$ cat src/rtl/ctlport_pkg.sv
package ctlport_pkg;
   typedef enum logic [1:0] {
      XF_EXT  = 2'b00,
      XF_BUF  = 2'b01,
      XF_CFG  = 2'b10,
      XF_STAT = 2'b11
   } xfer_t;
endpackage

$ cat src/rtl/ctlport_sync.sv
module ctlport_sync #(
   parameter int W      = 1,
   parameter int STAGES = 2
) (
   input  logic         clk_i,
   input  logic         rst_ni,
   input  logic [W-1:0] d_i,
   output logic [W-1:0] q_o
);
   logic [W-1:0] stg [STAGES];

   for (genvar s = 0; s < STAGES; s++) begin : g_stg
      if (s == 0) begin : g_first
         always_ff @(posedge clk_i or negedge rst_ni)
            if (!rst_ni) stg[s] <= '0;
            else         stg[s] <= d_i;
      end else begin : g_next
         always_ff @(posedge clk_i or negedge rst_ni)
            if (!rst_ni) stg[s] <= '0;
            else         stg[s] <= stg[s-1];
      end
   end

   assign q_o = stg[STAGES-1];
endmodule

$ cat src/rtl/ctlport_fifo.sv
module ctlport_fifo #(
   parameter int W     = 16,
   parameter int DEPTH = 4,
   localparam int AW   = (DEPTH > 1) ? $clog2(DEPTH) : 1,
   localparam int CW   = $clog2(DEPTH + 1)
) (
   input  logic          clk_i,
   input  logic          rst_ni,
   input  logic          push_i,
   input  logic [W-1:0]  data_i,
   input  logic          pop_i,
   output logic [W-1:0]  data_o,
   output logic          valid_o,
   output logic          full_o,
   output logic [CW-1:0] count_o
);
   logic [W-1:0]  mem [DEPTH];
   logic [AW-1:0] wp, rp, wp_n, rp_n;
   logic [CW-1:0] cnt;
   logic          pop_ok, push_ok;

   assign full_o  = (cnt == CW'(DEPTH));
   assign valid_o = (cnt != '0);
   assign pop_ok  = pop_i & valid_o;
   assign push_ok = push_i & (~full_o | pop_ok);

   if ((DEPTH & (DEPTH - 1)) == 0) begin : g_pow2
      assign wp_n = wp + 1'b1;
      assign rp_n = rp + 1'b1;
   end else begin : g_mod
      assign wp_n = (wp == AW'(DEPTH - 1)) ? '0 : wp + 1'b1;
      assign rp_n = (rp == AW'(DEPTH - 1)) ? '0 : rp + 1'b1;
   end

   always_ff @(posedge clk_i)
      if (push_ok) mem[wp] <= data_i;

   always_ff @(posedge clk_i or negedge rst_ni) begin
      if (!rst_ni) begin
         wp  <= '0;
         rp  <= '0;
         cnt <= '0;
      end else begin
         if (push_ok) wp <= wp_n;
         if (pop_ok)  rp <= rp_n;
         case ({push_ok, pop_ok})
            2'b10:   cnt <= cnt + 1'b1;
            2'b01:   cnt <= cnt - 1'b1;
            default: cnt <= cnt;
         endcase
      end
   end

   assign data_o  = mem[rp];
   assign count_o = cnt;
endmodule

$ cat src/rtl/ctlport_engine.sv
module ctlport_engine import ctlport_pkg::*; #(
   parameter int BYTE_W    = 8,
   parameter int READY_BIT = 13,
   localparam int UNIT_W   = 2 * BYTE_W,
   localparam int CNT_W    = $clog2(UNIT_W)
) (
   input  logic              clk_i,
   input  logic              rst_ni,
   input  logic              en_s,
   input  logic              sck_s,
   input  logic              sdi_s,
   input  logic [1:0]        sel_s,
   input  logic [UNIT_W-1:0] status_i,
   input  logic              ready_i,
   output logic [UNIT_W-1:0] word_o,
   output logic [BYTE_W-1:0] byte_o,
   output logic              ext_stb_o,
   output logic              cfg_stb_o,
   output logic              buf_stb_o,
   output logic              sdo_o,
   output logic              sdo_oe_o
);
   xfer_t             kind;
   logic              en_d, sck_d, sat;
   logic [CNT_W-1:0]  cnt;
   logic [UNIT_W-1:0] sr, snap, status_mix;
   logic              en_rise, sck_rise;

   assign en_rise  = en_s & ~en_d;
   assign sck_rise = sck_s & ~sck_d & en_s & en_d;

   always_comb begin
      status_mix            = status_i;
      status_mix[READY_BIT] = ready_i;
   end

   always_ff @(posedge clk_i or negedge rst_ni) begin
      if (!rst_ni) begin
         en_d      <= 1'b0;
         sck_d     <= 1'b0;
         kind      <= XF_EXT;
         sat       <= 1'b0;
         cnt       <= '0;
         sr        <= '0;
         snap      <= '0;
         sdo_o     <= 1'b0;
         ext_stb_o <= 1'b0;
         cfg_stb_o <= 1'b0;
         buf_stb_o <= 1'b0;
      end else begin
         en_d      <= en_s;
         sck_d     <= sck_s;
         ext_stb_o <= 1'b0;
         cfg_stb_o <= 1'b0;
         buf_stb_o <= 1'b0;
         if (en_rise) begin
            kind  <= xfer_t'(sel_s);
            sat   <= 1'b0;
            cnt   <= '0;
            snap  <= status_mix;
            sdo_o <= 1'b0;
         end else if (sck_rise && !sat) begin
            sr  <= {sdi_s, sr[UNIT_W-1:1]};
            cnt <= cnt + 1'b1;
            case (kind)
               XF_EXT:  if (cnt == CNT_W'(BYTE_W - 1)) begin
                           ext_stb_o <= 1'b1;
                           sat       <= 1'b1;
                        end
               XF_CFG:  if (cnt == CNT_W'(UNIT_W - 1)) begin
                           cfg_stb_o <= 1'b1;
                           sat       <= 1'b1;
                        end
               XF_BUF:  if (cnt == CNT_W'(UNIT_W - 1)) buf_stb_o <= 1'b1;
               default: begin
                           sdo_o <= snap[cnt ^ CNT_W'(BYTE_W)];
                           if (cnt == CNT_W'(UNIT_W - 1)) sat <= 1'b1;
                        end
            endcase
         end
      end
   end

   // first-sent byte settles in the low half of the shifter
   assign word_o   = {sr[BYTE_W-1:0], sr[UNIT_W-1:BYTE_W]};
   assign byte_o   = sr[UNIT_W-1:BYTE_W];
   assign sdo_oe_o = en_s & en_d & (kind == XF_STAT);
endmodule

$ cat src/rtl/ctlport_top.sv
module ctlport_top #(
   parameter int BYTE_W                  = 8,
   parameter int DEPTH                   = 4,
   parameter int SYNC                    = 2,
   parameter int READY_BIT               = 13,
   parameter logic [2*BYTE_W-1:0] CFG_RESET = '0
) (
   input  logic                  clk_i,
   input  logic                  rst_ni,
   input  logic                  en_i,
   input  logic                  sck_i,
   input  logic [1:0]            sel_i,
   input  logic                  sdi_i,
   output logic                  sdo_o,
   output logic                  sdo_oe_o,
   input  logic [2*BYTE_W-1:0]   status_i,
   output logic [BYTE_W/2-1:0]   gpo_o,
   output logic [2*BYTE_W-1:0]   cfg_o,
   output logic [2*BYTE_W-1:0]   buf_data_o,
   output logic                  buf_valid_o,
   input  logic                  buf_pop_i
);
   localparam int UNIT_W = 2 * BYTE_W;
   localparam int NIB_W  = BYTE_W / 2;
   localparam int CW     = $clog2(DEPTH + 1);

   if (BYTE_W < 4 || (BYTE_W % 2) != 0) begin : g_bad_byte
      $error("BYTE_W must be even and at least 4");
   end
   if (DEPTH < 2) begin : g_bad_depth
      $error("DEPTH must be at least 2");
   end
   if (SYNC < 2 || SYNC > 8) begin : g_bad_sync
      $error("SYNC must lie in 2..8");
   end
   if (READY_BIT >= UNIT_W) begin : g_bad_ready
      $error("READY_BIT outside the status word");
   end

   logic              en_s, sck_s, sdi_s;
   logic [1:0]        sel_s;
   logic [UNIT_W-1:0] word;
   logic [BYTE_W-1:0] ext_byte;
   logic              ext_stb, cfg_stb, buf_push, buf_full, ext_hit;
   logic [CW-1:0]     buf_count;

   ctlport_sync #(.W(5), .STAGES(SYNC)) u_sync (
      .clk_i (clk_i),
      .rst_ni(rst_ni),
      .d_i   ({sel_i, sdi_i, sck_i, en_i}),
      .q_o   ({sel_s, sdi_s, sck_s, en_s})
   );

   ctlport_engine #(.BYTE_W(BYTE_W), .READY_BIT(READY_BIT)) u_eng (
      .clk_i    (clk_i),
      .rst_ni   (rst_ni),
      .en_s     (en_s),
      .sck_s    (sck_s),
      .sdi_s    (sdi_s),
      .sel_s    (sel_s),
      .status_i (status_i),
      .ready_i  (~buf_full),
      .word_o   (word),
      .byte_o   (ext_byte),
      .ext_stb_o(ext_stb),
      .cfg_stb_o(cfg_stb),
      .buf_stb_o(buf_push),
      .sdo_o    (sdo_o),
      .sdo_oe_o (sdo_oe_o)
   );

   ctlport_fifo #(.W(UNIT_W), .DEPTH(DEPTH)) u_fifo (
      .clk_i  (clk_i),
      .rst_ni (rst_ni),
      .push_i (buf_push),
      .data_i (word),
      .pop_i  (buf_pop_i),
      .data_o (buf_data_o),
      .valid_o(buf_valid_o),
      .full_o (buf_full),
      .count_o(buf_count)
   );

   assign ext_hit = ext_stb & (ext_byte[BYTE_W-1:NIB_W] == '0);

   always_ff @(posedge clk_i or negedge rst_ni) begin
      if (!rst_ni) begin
         gpo_o <= '0;
         cfg_o <= CFG_RESET;
      end else begin
         if (ext_hit) gpo_o <= ext_byte[NIB_W-1:0];
         if (cfg_stb) cfg_o <= word;
      end
   end
endmodule

$ cat config.mk
export PLATFORM = sky130hd
export DESIGN_NAME = ctlport_top
export DESIGN_NICKNAME = d
export VERILOG_FILES = /design/src/rtl/ctlport_pkg.sv /design/src/rtl/ctlport_sync.sv /design/src/rtl/ctlport_fifo.sv /design/src/rtl/ctlport_engine.sv /design/src/rtl/ctlport_top.sv
export SDC_FILE = /design/constraint.sdc
export NUM_CORES = 1
export LEC_CHECK = 0
export CORE_ASPECT_RATIO = 1.4
export CORE_MARGIN = 2
export CORE_UTILIZATION = 25
export CTS_CLUSTER_SIZE = 28
export DETAILED_ROUTE_END_ITERATION = 16
export GPL_TIMING_DRIVEN = 0
export RECOVER_POWER = 50
export SLEW_MARGIN = 20
export SYNTH_ARGS = -nofsm -noshare
export SYNTH_HDL_FRONTEND = slang
export SYNTH_HIERARCHICAL = 1
export SYNTH_SLANG_ARGS = --single-unit
export TNS_END_PERCENT = 5
$ cat constraint.sdc
create_clock -name clk_i -period 1.9 [get_ports clk_i]
set_input_delay 0.19 -clock clk_i [delete_from_list [all_inputs] [get_ports clk_i]]
set_output_delay 0.19 -clock clk_i [all_outputs]
set_load 0.005 [all_outputs]
* Word-level counts from Yosys, hierarchy flattened
Memories as Yosys holds them, arrays and structs flattened.
Cells that the tools add are included.
** Storage, ports and cells
- Memories :: 1
- Input port bits :: 24
- Bits in registers :: 82
- Word-level logic and storage cells :: 89
- Output and inout port bits :: 39
- RAM bits :: 64
** Operators by class
- Mux-type cells :: 26
- Eq/ne operators :: 11
- Reduce and logical (&&, ||, !) cells :: 12
- Magnitude comparators :: 1
- Add/sub/neg operators :: 5
- Bitwise logic cells :: 15
** Memory list
- u_fifo.mem :: words 4, bits a word 16, rd ports 1, clocked after memory_dff 0, wr ports 1, RTL line ctlport_fifo.sv:17 : logic [W-1:0] mem [DEPTH];
** Operators by type and width (count)
- 2-to-1 mux 1 bit :: 21
- AND 1 bit :: 9
- 2-to-1 mux 4 bit :: 2
- equality test 2 bit, second input constant :: 3
- case mux 3 bit (2 select lines) :: 1
- nonzero test 3 bit :: 2
- less-than comparator 4 x 5 -> 1 bit, second input constant :: 1
- inverter 1 bit :: 5
- adder 2 x 1 -> 2 bit, second input constant :: 2
- adder 4 x 1 -> 4 bit, second input constant :: 1
- binary-select mux 1 bit (select 4 bit) :: 1
- equality test 2 x 1 -> 1 bit, second input constant :: 2
- equality test 4 x 3 -> 1 bit, second input constant :: 1
- equality test 4 bit, second input constant :: 1
- zero test 4 bit :: 1
- inequality test 2 x 1 -> 1 bit, second input constant :: 2
- AND reduction 2 bit :: 2
- AND reduction 4 bit :: 1
- nonzero test 2 bit :: 2
- adder 3 x 1 -> 3 bit, second input constant :: 1
- equality test 3 bit, second input constant :: 1
- inequality test 3 x 1 -> 1 bit, second input constant :: 1
- OR reduction 3 bit :: 1
- subtractor 3 x 1 -> 3 bit, second input constant :: 1
- other kinds (5) :: 5

* Longest topological paths before layout
- Word-level depth :: 7
- Mapped depth :: 7
- Gate-level depth less buffers :: 6

* Cells and area by module
The synthesis kept the hierarchy.
** Modules (own cells, without submodules)
- ctlport_fifo :: sequential area each 2097.0 µm², area each 2827.7 µm², instances 1, cells each 137
- ctlport_engine :: sequential area each 1126.1 µm², area each 1954.4 µm², instances 1, cells each 171
- ctlport_top :: sequential area each 500.5 µm², area each 767.0 µm², instances 1, cells each 45
- ctlport_sync :: sequential area each 250.2 µm², area each 287.8 µm², instances 1, cells each 15

* Worst setup path after synthesis
Ideal clock, no wire load.
- Kind :: register -> register
- Start :: register u_fifo.cnt[0] (netlist: u_fifo/count_o[0])
- End :: register u_fifo.cnt[1] (netlist: u_fifo/count_o[1])
- Required time :: 1.813 ns
- Cell stages (with the launch flop) :: 7
- Arrival :: 1.884 ns
- Buffers on the path :: 0
- Setup slack :: -0.072 ns
- Cell sequence :: dfrtp_1 > or3_2 > nand2_1 > fa_1 > o21ba_2 > o211ai_1 > a22oi_1
** Between the ends
- Cells in the longest elaborated chain, start to end :: 6
- Elaborated cells between the ends (all ways) :: 12
- Classes of those cells :: add/sub: 2; eq/ne: 3; mux: 1; bitwise: 4; reduce/logical: 2
** Ends and longest elaborated chain
- start: declaration :: RTL line ctlport_fifo.sv:19 : logic [CW-1:0] cnt;
- start signal: assignment :: RTL line ctlport_fifo.sv:47 : 2'b10: cnt <= cnt + 1'b1;
- start signal: assignment :: RTL line ctlport_fifo.sv:48 : 2'b01: cnt <= cnt - 1'b1;
- start signal: assignment :: RTL line ctlport_fifo.sv:49 : default: cnt <= cnt;
- nonzero test 3 bit (*) :: RTL line ctlport_fifo.sv:23 : assign valid_o = (cnt != '0);
- via buf_valid_o :: RTL line ctlport_top.sv:20 : output logic buf_valid_o,
- AND 1 bit (*) :: RTL line ctlport_fifo.sv:24 : assign pop_ok = pop_i & valid_o;
- OR 1 bit :: RTL line ctlport_fifo.sv:25 : assign push_ok = push_i & (~full_o | pop_ok);
- AND 1 bit :: RTL line ctlport_fifo.sv:25
- equality test 2 x 1 -> 1 bit / equality test 2 bit (equally long branches) :: RTL line ctlport_fifo.sv:46 : case ({push_ok, pop_ok})
- case mux 3 bit (2 select lines) / nonzero test 2 bit (equally long branches)
Mark *: on every way through the listed nets, which the timed path passes. The rest lies on a longest branch.
A chain may end at the register's enable or synchronous reset.

* Final worst setup path
- Start :: register u_fifo.rp[0]
- End :: output port buf_data_o[4]
** Between the ends
- Cells in the longest elaborated chain, start to end :: 1
** Ends and longest elaborated chain
- start: declaration :: RTL line ctlport_fifo.sv:18 : logic [AW-1:0] wp, rp, wp_n, rp_n;
- start signal: assignment :: RTL line ctlport_fifo.sv:45 : if (pop_ok) rp <= rp_n;
- memory (4 x 16 bit)
- end: declaration :: RTL line ctlport_top.sv:19 : output logic [2*BYTE_W-1:0] buf_data_o,
No other way between the ends.

==> run_results.csv <==
group,metric,value,unit
timing,skew,7.00,ps
worst_setup_path,crit_fanout,4,
timing,rsz0062_at_grt,"true",
floorplan,ios,63,
worst_setup_path,critPathCaptureType,"output pin",
worst_setup_path,r2r_cells,6,
synthesis,synthArstFlopShare,0.562,
synthesis,synthCells,368,
floorplan,die_x,133,um
synthesis,ys_seq_elements,146,
power_and_ir_drop,intPower,0.00637,W
route,drtAntennaViolNets,0,
worst_setup_path,crit_arrival,1780,ps
worst_setup_path,cp_top_family,"buffers and inverters",
route,num_vias,3206,
clock_network,htree_levels,4,
hold_path,hold_path_end,"u_sync/stg[8]",
synthesis,ys_seq_area_frac,0.681,
timing,setup_viol,13,
timing,drv_slew,0,
worst_setup_path,slowest_stage,"mux4_2",
global_route,grt_pass1_wl,18.8,mm
clock_network,clock_latency,420,ps
flow_run,cap_viol_max_count,0,
hold_path,min_from,"sel_i[0]",
floorplan,core_area,23100,um2
floorplan,dieHeight,185,um
layout,fin_cells,773,
hold_path,hold_path_class,"input pin to flop",
layout,area_growth,27.7,%
global_route,grt_antenna_before_repair,0,
synthesis,synthDistinctLibCells,50,
synthesis,synth_nets,398,
place,numPortBuffers,61,
synthesis,synth_enable_flop_cells,64,
synthesis,synth_warnings,6,
timing,max_freq,509,MHz
layout,n_antenna_cell,0,
clock_network,root_buffer,"clkbuf_16",
power_and_ir_drop,switching_share,0.248,
place,dp_cells,736,
run_status,outcome,"complete, but fails checks",
timing,hold_violations,0,
worst_setup_path,worst_path_most_repeated_cell,"buf_12",
layout,finalNetCount,484,
global_route,grt_usage,0.100,
worst_setup_path,required,1710,ps
floorplan,start_util,0.252,
clock_network,cts.path.max_buffers,2,
worst_setup_path,cp.buffers_inverters,4,
power_and_ir_drop,p_clk_frac,0.395,
power_and_ir_drop,p_comb_frac,0.176,
floorplan,rows,66,
worst_setup_path,r2r_end,"u_fifo/count_o[1]",
power_and_ir_drop,p_leak,3.03,nW
route,vias_per_cell,4.15,
route,drc_errors,0,
power_and_ir_drop,power_per_cell_area,1140,nW/um2
global_route,grt_start_max_net_pins,55,
clock_network,cts_tree,"built",
worst_setup_path,cpPeakStageDelay,490,ps
global_route,grt_overflow,0,
worst_setup_path,startpoint,"u_fifo/rp[0]",
place,place.gp.congestion,0.783,
route,first_pass_iters,5,
place,dp_hpwl,7.77,mm
clock_network,cts_made_buffers,17,
synthesis,syn_area,5840,um2
clock_network,clock-sinks,146,
timing,min_period,1970,ps
worst_setup_path,path_cells,"buf_12 > buf_12 > buf_8 > mux4_2 > buf_2",
route,routedWlPerCell,15.0,um
timing,slew_headroom,0.482,
clock_network,clk_pin_slew,60,ps
global_route,grt_pass1_vias,3525,
worst_setup_path,r2r_start,"u_fifo/count_o[0]",
timing,fin_tns_setup,-298,ps
timing,worstMarginPinSlew,776,ps
synthesis,synth_area_leader_cell,"dfrtp_1",
timing,worst_slack,-65.1,ps
timing,finalCritPeriodShare,1.03,
worst_setup_path,rrSetupSlack,-70,ps
worst_setup_path,crit_type,"flop to output pin",
hold_path,holdPathStages,1,
route,drtIter0Drc,166,
floorplan,die_area,24600,um2
power_and_ir_drop,p_switching,0.00211,W
synthesis,synthFlopType,"dfrtp_1",
synthesis,synthTopCellsByArea,"dfrtp_1, edfxtp_1, mux2_2, mux4_2, nand2_1",
layout,drive_gt1_frac,0.315,
worst_setup_path,cp-start-kind,"flop",
synthesis,syn_avg_cell_area,15.9,um2
run_status,violations,"setup timing",
power_and_ir_drop,irDropWorstVdd,0.000732,V
synthesis,synth_top_area_frac,0.352,
power_and_ir_drop,seq_power_share,0.429,
route,drt_wl_total,11.6,mm
==> layout make-up <==
cell class / count / area, um2
Multi-Input combinational cell: 185 / 1660
Fill cell: 2284 / 15700
Inverter: 8 / 30.0
Clock buffer: 19 / 454
Timing Repair Buffer: 69 / 644
Sequential cell: 146 / 3980
Buffer: 27 / 158
Tap cell: 306 / 383
Clock inverter: 13 / 149
==> repair_timing <==
| item | 4_1_cts | 5_1_grt |
|---|---|---|
| hold buffers | 1 | 0 |
| gates cloned | 1 | 0 |
| endpoints found under the setup margin | 18 | 19 |
| gates resized for setup | 74 | 10 |
| setup buffers | 7 | 0 |
| hold endpoints to repair | 28 | 0 |
==> metrics by stage <==
stage                     area (um2)  worst slack, ps  hold slack, ps  utilization  total power (W)
final                           7450            -65.1             324        0.322          0.00848
after global routing            7450             -136             308        0.322          0.00885
after CTS                       7550             -134             187        0.327          0.00875
after detailed placement        6860             -302             141        0.297          0.00509
after global placement          6830            -2350             338        0.296          0.00503
after floorplan                 5840             52.6            -106            -          0.00449
==> sequential cells by signal (all words and copies together), names as in the netlist, 3 cells and up <==
register,flops
u_sync/q_o,5
u_sync/stg,5
cfg_o,16
u_eng/sr,16
u_fifo/count_o,3
gpo_o,4
u_eng/snap,16
u_eng/cnt,4
u_fifo/mem,64
==> synth_stat cells, types with 2 or more instances <==
| library cell | count |
|---|---|
| xnor2_1 | 5 |
| buf_4 | 15 |
| buf_6 | 2 |
| nand3_1 | 4 |
| buf_2 | 7 |
| o21ai_0 | 4 |
| edfxtp_1 | 64 |
| mux4_2 | 19 |
| a21oi_1 | 2 |
| nand2b_1 | 2 |
| clkbuf_1 | 5 |
| nor2_1 | 8 |
| o211ai_1 | 2 |
| inv_1 | 8 |
| ha_1 | 5 |
| dfrtp_1 | 82 |
| nor2b_1 | 3 |
| nand2_1 | 55 |
| mux2_2 | 40 |
| and2_2 | 4 |
| and3_1 | 2 |
| xor2_1 | 2 |
==> routing by layer <==
metal,wire (um),GRT usage,up-vias
met2,6170,0.184,80
met3,518,0.0301,11
met5,0,0,-
met1,4750,0.108,1629
met4,148,0.0396,0
li1,-,-,1486
==> layout by cell type (no fill, tap or decap), types with 8 or more instances in the layout <==
cell             count
edfxtp_1            64
mux2_2              40
clkdlybuf4s50_1     38
dfrtp_1             78
mux4_2              19
nand2_1             54
buf_2               18
inv_1                8
clkbuf_1            15
clkbuf_16           18
==> logic make-up after synthesis <==
logic type	Yosys count	synth area share
flip-flops	146	0.681
AO/OA/AOI/OAI	19	0.0242
adder cells (fa/ha/maj)	6	0.0141
XOR/XNOR	7	0.0105
buffers and inverters	37	0.0375
AND/OR/NAND/NOR	93	0.0797
multiplexers	60	0.153
==> power by group through the flow <==
stage	Combinational [W]	Sequential, W	Clock (W)
detailed placement	0.00144	0.00365	0
CTS	0.00169	0.00364	0.00343
floorplan	0.000876	0.00361	0
global placement	0.00139	0.00364	0
global route	0.00164	0.00366	0.00355
finish	0.00149	0.00364	0.00335
==> worst max-delay path by stage <==
stage,to,slack [ps],cells past startpoint
6_report,buf_data_o[4],-70,5
5_1_grt,buf_data_o[4],-140,5
4_1_cts,buf_data_o[8],-130,5
3_5_place_dp,buf_data_o[8],-300,4
3_3_place_gp,cfg_o[9],-2350,1
2_1_floorplan,u_fifo/count_o[1],50,6
(Power assumes the default switching activity.)
